$ cat src/rtl/iqs_pkg.sv
package iqs_pkg;

    typedef enum logic [1:0] {
        ST_IDLE    = 2'd0,
        ST_SYNC    = 2'd1,
        ST_SHIFT_I = 2'd2,
        ST_SHIFT_Q = 2'd3
    } iqs_state_e;

    typedef enum logic [1:0] {
        FS_ONCE_A   = 2'b00,
        FS_ONCE_B   = 2'b01,
        FS_PER_WORD = 2'b10,
        FS_ENVELOPE = 2'b11
    } iqs_fs_mode_e;

    typedef struct packed {
        logic         wide;
        iqs_fs_mode_e fs_mode;
        logic         dual;
    } iqs_cfg_t;

endpackage

$ cat src/rtl/iqs_seq.sv
module iqs_seq
    import iqs_pkg::*;
#(
    parameter int MAX_WORD   = 24,
    parameter int SHORT_WORD = 16
) (
    input  logic       clk,
    input  logic       rst_n,
    input  logic       start_i,
    input  iqs_cfg_t   cfg_i,
    output iqs_cfg_t   cfg_q_o,
    output iqs_state_e state_o,
    output logic       load_o,
    output logic       shift_o,
    output logic       last_i_o
);

    localparam int CNT_W = $clog2(MAX_WORD);
    localparam logic [CNT_W-1:0] LAST_LONG  = CNT_W'(MAX_WORD - 1);
    localparam logic [CNT_W-1:0] LAST_SHORT = CNT_W'(SHORT_WORD - 1);

    iqs_state_e       state_q, state_d;
    logic [CNT_W-1:0] cnt_q, cnt_d;
    logic             pend_q, pend_d;
    iqs_cfg_t         cfg_q;
    logic             load;
    logic [CNT_W-1:0] word_last;
    logic             req;

    assign word_last = cfg_q.wide ? LAST_LONG : LAST_SHORT;
    assign req       = start_i | pend_q;

    // next-state and counter logic
    always_comb begin
        state_d = state_q;
        cnt_d   = cnt_q;
        pend_d  = pend_q;
        load    = 1'b0;
        unique case (state_q)
            ST_IDLE: begin
                if (start_i) begin
                    state_d = ST_SYNC;
                    load    = 1'b1;
                    pend_d  = 1'b0;
                end
            end
            ST_SYNC: begin
                state_d = ST_SHIFT_I;
                cnt_d   = word_last;
                if (start_i) pend_d = 1'b1;
            end
            ST_SHIFT_I: begin
                if (start_i) pend_d = 1'b1;
                if (cnt_q == '0) begin
                    state_d = ST_SHIFT_Q;
                    cnt_d   = word_last;
                end else begin
                    cnt_d = cnt_q - 1'b1;
                end
            end
            ST_SHIFT_Q: begin
                if (cnt_q == '0) begin
                    if (req) begin
                        state_d = ST_SYNC;
                        load    = 1'b1;
                        pend_d  = 1'b0;
                    end else begin
                        state_d = ST_IDLE;
                    end
                end else begin
                    cnt_d = cnt_q - 1'b1;
                    if (start_i) pend_d = 1'b1;
                end
            end
            default: state_d = ST_IDLE;
        endcase
    end

    // state register
    always_ff @(posedge clk or negedge rst_n) begin
        if (!rst_n) begin
            state_q <= ST_IDLE;
            cnt_q   <= '0;
            pend_q  <= 1'b0;
            cfg_q   <= '0;
        end else begin
            state_q <= state_d;
            cnt_q   <= cnt_d;
            pend_q  <= pend_d;
            if (load) cfg_q <= cfg_i;
        end
    end

    // outputs
    always_comb begin
        shift_o  = (state_q == ST_SHIFT_I) || (state_q == ST_SHIFT_Q);
        last_i_o = (state_q == ST_SHIFT_I) && (cnt_q == '0);
        load_o   = load;
        state_o  = state_q;
        cfg_q_o  = cfg_q;
    end

    assert_cfg_frozen_R10: assert property (@(posedge clk) disable iff (!rst_n)
        ((state_q == ST_SHIFT_I) || (state_q == ST_SHIFT_Q)) |-> $stable(cfg_q));

    assert_no_pend_idle_R9: assert property (@(posedge clk) disable iff (!rst_n)
        (state_q == ST_IDLE) |-> !pend_q);

    assert_short_count_R3: assert property (@(posedge clk) disable iff (!rst_n)
        (((state_q == ST_SHIFT_I) || (state_q == ST_SHIFT_Q)) && !cfg_q.wide) |-> (cnt_q <= LAST_SHORT));

endmodule

$ cat src/rtl/iqs_fs_gen.sv
module iqs_fs_gen
    import iqs_pkg::*;
(
    input  iqs_state_e   state_i,
    input  iqs_fs_mode_e mode_i,
    input  logic         last_i_i,
    output logic         fs_o
);

    logic envelope;
    logic per_word;

    assign envelope = (mode_i == FS_ENVELOPE);
    assign per_word = (mode_i == FS_PER_WORD);

    always_comb begin
        unique case (state_i)
            ST_IDLE:    fs_o = 1'b0;
            ST_SYNC:    fs_o = 1'b1;
            ST_SHIFT_I: fs_o = envelope | (per_word & last_i_i);
            ST_SHIFT_Q: fs_o = envelope;
            default:    fs_o = 1'b0;
        endcase
    end

endmodule

$ cat src/rtl/iqs_lane.sv
module iqs_lane #(
    parameter int MAX_WORD   = 24,
    parameter int SHORT_WORD = 16
) (
    input  logic                clk,
    input  logic                rst_n,
    input  logic                load_i,
    input  logic                wide_i,
    input  logic [MAX_WORD-1:0] i_word_i,
    input  logic [MAX_WORD-1:0] q_word_i,
    input  logic                shift_i,
    input  logic                en_i,
    output logic                sdo_o,
    output logic                oe_o
);

    localparam int SR_W  = 2 * MAX_WORD;
    localparam int PAD_W = 2 * (MAX_WORD - SHORT_WORD);

    logic [SR_W-1:0] sr_q;
    logic [SR_W-1:0] long_img;
    logic [SR_W-1:0] short_img;

    assign long_img = {i_word_i, q_word_i};

    generate
        if (PAD_W > 0) begin : g_pad
            assign short_img = {i_word_i[SHORT_WORD-1:0], q_word_i[SHORT_WORD-1:0], {PAD_W{1'b0}}};
        end else begin : g_nopad
            assign short_img = long_img;
        end
    endgenerate

    always_ff @(posedge clk or negedge rst_n) begin
        if (!rst_n) begin
            sr_q <= '0;
        end else if (load_i) begin
            sr_q <= wide_i ? long_img : short_img;
        end else if (shift_i) begin
            sr_q <= {sr_q[SR_W-2:0], 1'b0};
        end
    end

    assign sdo_o = en_i ? sr_q[SR_W-1] : 1'b0;
    assign oe_o  = en_i;

    assert_sync_no_data_R2: assert property (@(posedge clk) disable iff (!rst_n)
        load_i |=> !oe_o);

endmodule

$ cat src/rtl/iqs_serial_port.sv
module iqs_serial_port
    import iqs_pkg::*;
#(
    parameter int MAX_WORD   = 24,
    parameter int SHORT_WORD = 16,
    parameter int LANES      = 2
) (
    input  logic                           clk,
    input  logic                           rst_n,
    input  logic                           start_i,
    input  logic                           cfg_wide_i,
    input  logic [1:0]                     cfg_fs_mode_i,
    input  logic                           cfg_dual_i,
    input  logic [LANES-1:0][MAX_WORD-1:0] i_word_i,
    input  logic [LANES-1:0][MAX_WORD-1:0] q_word_i,
    output logic [LANES-1:0]               sdo_o,
    output logic [LANES-1:0]               sdo_oe_o,
    output logic                           fs_o
);

    iqs_cfg_t   cfg_in;
    iqs_cfg_t   cfg_q;
    iqs_state_e state;
    logic       load;
    logic       shift;
    logic       last_i;

    assign cfg_in.wide    = cfg_wide_i;
    assign cfg_in.fs_mode = iqs_fs_mode_e'(cfg_fs_mode_i);
    assign cfg_in.dual    = cfg_dual_i;

    iqs_seq #(
        .MAX_WORD   (MAX_WORD),
        .SHORT_WORD (SHORT_WORD)
    ) seq_i (
        .clk      (clk),
        .rst_n    (rst_n),
        .start_i  (start_i),
        .cfg_i    (cfg_in),
        .cfg_q_o  (cfg_q),
        .state_o  (state),
        .load_o   (load),
        .shift_o  (shift),
        .last_i_o (last_i)
    );

    iqs_fs_gen fs_gen_i (
        .state_i  (state),
        .mode_i   (cfg_q.fs_mode),
        .last_i_i (last_i),
        .fs_o     (fs_o)
    );

    generate
        for (genvar g = 0; g < LANES; g++) begin : g_lane
            logic lane_on;
            if (g == 0) begin : g_primary
                assign lane_on = 1'b1;
            end else begin : g_extra
                assign lane_on = cfg_q.dual;
            end
            iqs_lane #(
                .MAX_WORD   (MAX_WORD),
                .SHORT_WORD (SHORT_WORD)
            ) lane_i (
                .clk      (clk),
                .rst_n    (rst_n),
                .load_i   (load),
                .wide_i   (cfg_in.wide),
                .i_word_i (i_word_i[g]),
                .q_word_i (q_word_i[g]),
                .shift_i  (shift),
                .en_i     (shift & lane_on),
                .sdo_o    (sdo_o[g]),
                .oe_o     (sdo_oe_o[g])
            );
        end
    endgenerate

    assert_envelope_covers_R6: assert property (@(posedge clk) disable iff (!rst_n)
        (sdo_oe_o[0] && (cfg_q.fs_mode == FS_ENVELOPE)) |-> fs_o);

    assert_leadin_before_data_R2: assert property (@(posedge clk) disable iff (!rst_n)
        $rose(sdo_oe_o[0]) |-> ($past(fs_o) && !$past(sdo_oe_o[0])));

    assert_single_pulse_R4: assert property (@(posedge clk) disable iff (!rst_n)
        (fs_o && !cfg_q.fs_mode[1]) |-> !sdo_oe_o[0]);

    assert_lane_pairing_R8: assert property (@(posedge clk) disable iff (!rst_n)
        sdo_oe_o[LANES-1] |-> sdo_oe_o[0]);

endmodule

$ cat config.mk
export PLATFORM = sky130hd
export DESIGN_NAME = iqs_serial_port
export DESIGN_NICKNAME = d
export VERILOG_FILES = /design/src/rtl/iqs_pkg.sv /design/src/rtl/iqs_seq.sv /design/src/rtl/iqs_fs_gen.sv /design/src/rtl/iqs_lane.sv /design/src/rtl/iqs_serial_port.sv
export SDC_FILE = /design/constraint.sdc
export NUM_CORES = 1
export LEC_CHECK = 0
export CAP_MARGIN = 10
export CORE_AREA = 5 5 149 151
export DETAILED_ROUTE_END_ITERATION = 12
export DIE_AREA = 0 0 154 156
export PLACE_DENSITY = 0.54
export RECOVER_POWER = 25
export SLEW_MARGIN = 20
export SYNTH_ARGS = -nofsm -noshare
export SYNTH_HDL_FRONTEND = slang
export SYNTH_SLANG_ARGS = --single-unit
$ cat constraint.sdc
create_clock -name clk -period 2.5 [get_ports clk]
set_input_delay 0.625 -clock clk [delete_from_list [all_inputs] [get_ports clk]]
set_output_delay 0.625 -clock clk [all_outputs]
set_load 0.005 [all_outputs]
**Word level (Yosys, flattened, before mapping)**

Cells that the tools add are included.

- Memories kept: 0
- Register bits after elaboration: 108
- ROM bits: 0
- Bits in latches: 0
- Word-level logic and storage cells: 60
- RAM bits: 0
- Output and inout bits: 5
- Input bits: 103

- Reduce and logical (&&, ||, !) cells: 10
- Add/sub/neg operators: 1
- Order comparisons: 0
- Bitwise operators: 4
- $mul: 0
- Divide/modulo/power cells: 0
- Shifts and indexed selects: 0
- Equal/unequal tests: 10
- Mux-type cells: 27

Operator list:

| operator | number |
|---|---|
| $mux 48 | 6 |
| $mux 5 | 3 |
| $pmux 5 s3 | 1 |
| $mux 1 | 10 |
| $eq 2x2->1 const B | 4 |
| $ne 2x2->1 const B | 4 |
| $pmux 2 s4 | 1 |
| $mux 2 | 3 |
| $logic_not 5->1 | 1 |
| $sub 5x1->5 const B | 1 |
| $pmux 1 s4 | 1 |
| $reduce_and 2->1 | 2 |
| $ne 3x3->1 const B | 1 |
| $pmux 1 s3 | 1 |
| $reduce_and 3->1 | 1 |
| $reduce_bool 3->1 | 1 |
| $and 1x1->1 | 2 |
| $eq 2x1->1 const B | 1 |
| $logic_not 2->1 | 1 |
| $or 1x1->1 | 2 |
| $pmux 1 s2 | 1 |
| $reduce_bool 2->1 | 1 |
| $reduce_or 2->1 | 1 |
| $logic_and 1x1->1 | 1 |
| $logic_or 1x1->1 | 1 |

**Longest topological paths before layout**

- Depth after elaboration: 5
- Mapped depth: 8
- Depth with buffers taken out: 6

**Hierarchy**

A second synthesis with hierarchy kept.

- Cell total of the unflattened synthesis: 467
- Area, all modules: 6037.0 um^2

By module, submodules not included:

| module | cells an instance | times used | area an instance (um^2) | seq. area each (um^2) |
|---|---|---|---|---|
| iqs_lane | 197 | 2 | 2650.0 | 1201.2 |
| iqs_seq | 68 | 1 | 704.4 | 300.3 |
| iqs_fs_gen | 4 | 1 | 26.3 | 0.0 |
| iqs_serial_port | 1 | 1 | 6.3 | 0.0 |

**Least setup slack after synthesis**

OpenSTA, ideal clock, no wires.

- Path kind: flip-flop to output port
- From: register seq_i.state_q[1] (netlist: seq_i.state_o[1])
- To: output port sdo_o[1]
- Data arrival time: 1.821 ns
- Data required time: 1.875 ns
- Buffers on the path: 4
- Stages on the path, launching flop included: 9
- Setup slack: 0.054 ns
- Path through: dfrtp_1 > ha_1 > buf_2 > nor2_2 > inv_2 > buf_2 > buf_2 > and3_1 > buf_4

- Cells in the longest elaborated chain, start to end: 4
- Elaborated cells between the ends (all ways): 5
- Those cells by class: eq/ne: 2; mux: 1; bitwise: 1; reduce/logical: 1

RTL lines:

| what | RTL line | text |
|---|---|---|
| start, declared | iqs_seq.sv:22 | `iqs_state_e state_q, state_d;` |
| start signal, assigned | iqs_seq.sv:87 | `state_q <= state_d;` |
| $eq 2x2->1 | iqs_seq.sv:96 | `shift_o = (state_q == ST_SHIFT_I) \|\| (state_q == ST_SHIFT_Q);` |
| $logic_or 1x1->1 * | iqs_seq.sv:96 |  |
| net g_lane[0].lane_i.en_i | iqs_lane.sv:12 | `input logic en_i,` |
| $and 1x1->1 * | iqs_serial_port.sv:73 | `.en_i (shift & lane_on),` |
| $mux 1 * | iqs_lane.sv:44 | `assign sdo_o = en_i ? sr_q[SR_W-1] : 1'b0;` |
| end, declared | iqs_serial_port.sv:16 | `output logic [LANES-1:0] sdo_o,` |

Mark *: on every way through the listed nets, which the timed path passes. The rest lies on a longest branch.

**Worst setup path after layout**

- From: register seq_i.state_q[1] (netlist: seq_i.state_o[1])
- To: output port fs_o

- Cells in the longest elaborated chain, start to end: 5
- Elaborated cells between the ends (all ways): 8
- Those cells by class: eq/ne: 3; mux: 1; bitwise: 2; reduce/logical: 2

RTL lines:

| what | RTL line | text |
|---|---|---|
| $eq 2x2->1 | iqs_seq.sv:97, iqs_fs_gen.sv:17 |  |
| $logic_and 1x1->1 | iqs_seq.sv:97 | `last_i_o = (state_q == ST_SHIFT_I) && (cnt_q == '0);` |
| $and 1x1->1 | iqs_fs_gen.sv:20 | `ST_SHIFT_I: fs_o = envelope \| (per_word & last_i_i);` |
| $or 1x1->1 | iqs_fs_gen.sv:20 |  |
| $pmux 1 s4 * | iqs_fs_gen.sv:17 | `unique case (state_i)` |
| end, declared | iqs_serial_port.sv:18 | `output logic fs_o` |

Mark *: on every way between the ends. The rest lies on a longest branch, timed or not.

==> reports/qor.yml <==
status: "completed"
io-pin-count: 108
grt_max_degree: 46
dp_hpwl_um: 10900
syn_to_final_growth_pct: 29.7
synth_edf_count: 0
htree_num_levels: 3
start_util: 0.294
power_frac_comb: 0.460
gp_congestion: 0.760
rsz0062_at_grt: "false"
postRouteWirelength_um: 14800
yosys.cell_count.top_type: "mux2i_1"
ys_warn_count: 0
maxCapViolations: 0
clock_sinks: 108
nNetsFinal: 709
die_h_um: 156
cts_buffers: 9
num_antenna_cells: 0
syn_area_per_cell_um2: 12.3
cp-start-kind: "flip-flop"
synth_top_area_share: 0.445
die_w_um: 154
cts.clk_slew.worst_paths_ns: 0.06
ys_seq_elements: 108
period_share: 0.948
pwr-share-clk: 0.179
grt_pass1_wl_um: 23900
clock_path_buffers: 2
synthCells: 495
hold_viol_final: 0
grt_pass1_vias: 4499
critical_path.max_fanout: 6
fin_tns_setup_ns: 0
crit_type: "reg -> out"
drcViolationCount: 0
crit_arrival_ns: 1.75
async_flop_share: 1.00
synthTopCellsByArea: "dfrtp_1 (44%), mux2i_1 (42%), nand2_1 (2.2%)"
fin_skew_ns: 0.00816
max_freq_mhz: 422
finalPower_w: 0.00840
core_area_um2: 20700
p_leak_nw: 3.46
vias: 4126
vias_per_cell: 4.69
die_area_um2: 24000
final_util: 0.381
drive_above_1_share: 0.0826
ir_worst_vdd_mv: 0.509
synth_nets: 603
drtPass1Iterations: 4
synth-main-ff-cell: "dfrtp_1"
synth_area_um2: 6080
drtIter0Drc: 115
p_seq_frac: 0.360
synthTopCellsByCount: "mux2i_1 (254), dfrtp_1 (108), nand2_1 (36), clkbuf_1 (16), buf_6 (10)"
cts_root_buffer: "clkbuf_16"
antenna_left: 0
grt_overflow: 0
portBuffers: 107
synth_cell_type_count: 41
cp.required_ns: 1.88
setup_viol: 0
hp-class: "in -> async"
antenna_found_initial: 0
period_needed_ns: 2.37
num-fill-cells: 2042
p_sw_w: 0.00295
end_kind: "output port"
slew_viol_final: 0
yosysSeqAreaShare: 0.445
clkLatencyLatePin_ns: 0.35
synth_top_area_cell: "dfrtp_1"
timing.hold.ws_ns: 0.426
p_per_area_nw_per_um2: 1070
track_usage: 0.124
p_int_w: 0.00545
drt-wirelength-per-cell_um: 16.8
worstMarginPinSlew_ns: 1.03
cts_tree: "done"
fp-row-count: 53
switching_share: 0.351
relSlewSlack: 0.310
metrics by stage:
step / area, um^2 / instances / setup slack [ns]
2_1_floorplan: 6080 / 495 / 0.0536
4_1_cts: 7840 / 878 / 0.00929
3_3_place_gp: 7480 / 860 / 0.112
5_1_grt: 7880 / 880 / 0.0107
3_5_place_dp: 7480 / 860 / 0.0936
6_report: 7880 / 880 / 0.130
cell type report:
cell class	count	area, um^2	share of cell area
Timing Repair Buffer	133	1360	0.173
Clock inverter	2	60.1	0.00762
Tap cell	275	344	0.0437
Inverter	10	40.0	0.00508
Multi-Input combinational cell	339	3130	0.397
Clock buffer	13	240	0.0305
Sequential cell	108	2700	0.343
metal layers:
metal,up-vias,share of wire,routed length (um),GRT usage
met5,-,0,0,0
met4,0,0.0066,98,0.0219
met3,8,0.051,757,0.0369
met2,102,0.45,6650,0.191
met1,2021,0.49,7300,0.174
li1,1995,-,-,-
timing repair:
item,CTS,global route
hold buffers,0,0
gates resized for setup,8,9
gates cloned,0,1
pin swaps,1,0
buffers inserted,3,1
setup endpoints to repair,4,39
critical path, cell delays in order (launching register included):
cell and delay (ns):
dfrtp_2 0.45, ha_4 0.19, buf_4 0.15, a21o_1 0.15
o2111ai_1 0.09, o21ai_1 0.09, dlygate4sd2_1 0.27
cell usage in the layout (no fill, tap or decap), types with 2 or more instances in the layout:
| cell | count |
|---|---|
| nand2_1 | 36 |
| bufinv_16 | 2 |
| dfrtp_1 | 107 |
| mux2_1 | 4 |
| mux2i_1 | 254 |
| nor2b_1 | 2 |
| clkdlybuf4s50_1 | 101 |
| o2111ai_1 | 2 |
| clkbuf_1 | 4 |
| buf_12 | 5 |
| a21o_1 | 2 |
| ha_1 | 3 |
| ha_4 | 2 |
| dlymetal6s2s_1 | 3 |
| a21oi_1 | 3 |
| clkbuf_16 | 10 |
| and2_1 | 2 |
| nor3_1 | 2 |
| o21ai_0 | 5 |
| inv_1 | 8 |
| buf_4 | 19 |
cells by family (layout without fill, tap and decap cells):
kind of cell    Yosys count  after routing  share of synthesized area
compound gates           23             23                     0.0288
xor+xnor                  1              1                    0.00144
fa+ha+maj                 5              5                     0.0103
buf+inv                  48            158                     0.0484
flops                   108            108                      0.445
mux                     259            259                      0.428
simple gates             51             51                     0.0389
state kept, by name, summed over array words and instances, names as in the netlist:
name and flops:
g_lane.lane_i.sr_q 96, seq_i.cfg_q_o 4, seq_i.cnt_q 5, seq_i.pend_q 1
seq_i.state_o 2
final timing paths:
| kind | from | endpoint | slack, ns | cells past startpoint |
|---|---|---|---|---|
| max | seq_i.state_o[1] | fs_o | 0.13 | 6 |
| min | rst_n | g_lane[0].lane_i.sr_q[23] | 0.43 | 1 |
| max reg2reg | seq_i.cnt_q[0] | g_lane[0].lane_i.sr_q[47] | 0.16 | 8 |
| min reg2reg | seq_i.cfg_q_o[3] | seq_i.cfg_q_o[3] | 0.50 | 1 |
| max in group asynchronous | rst_n | g_lane[1].lane_i.sr_q[6] | 0.50 | 2 |
| min in group clk | seq_i.cfg_q_o[3] | seq_i.cfg_q_o[3] | 0.50 | 1 |
power groups by stage:
stage	registers (W)	clock network [W]	logic [W]
2_1_floorplan	0.00288	0	0.00301
3_3_place_gp	0.00303	0	0.00373
3_5_place_dp	0.00305	0	0.00382
4_1_cts	0.00303	0.00157	0.00390
5_1_grt	0.00314	0.00163	0.00430
6_report	0.00303	0.00151	0.00387
No activity file was read; power rests on OpenSTA's default activity.
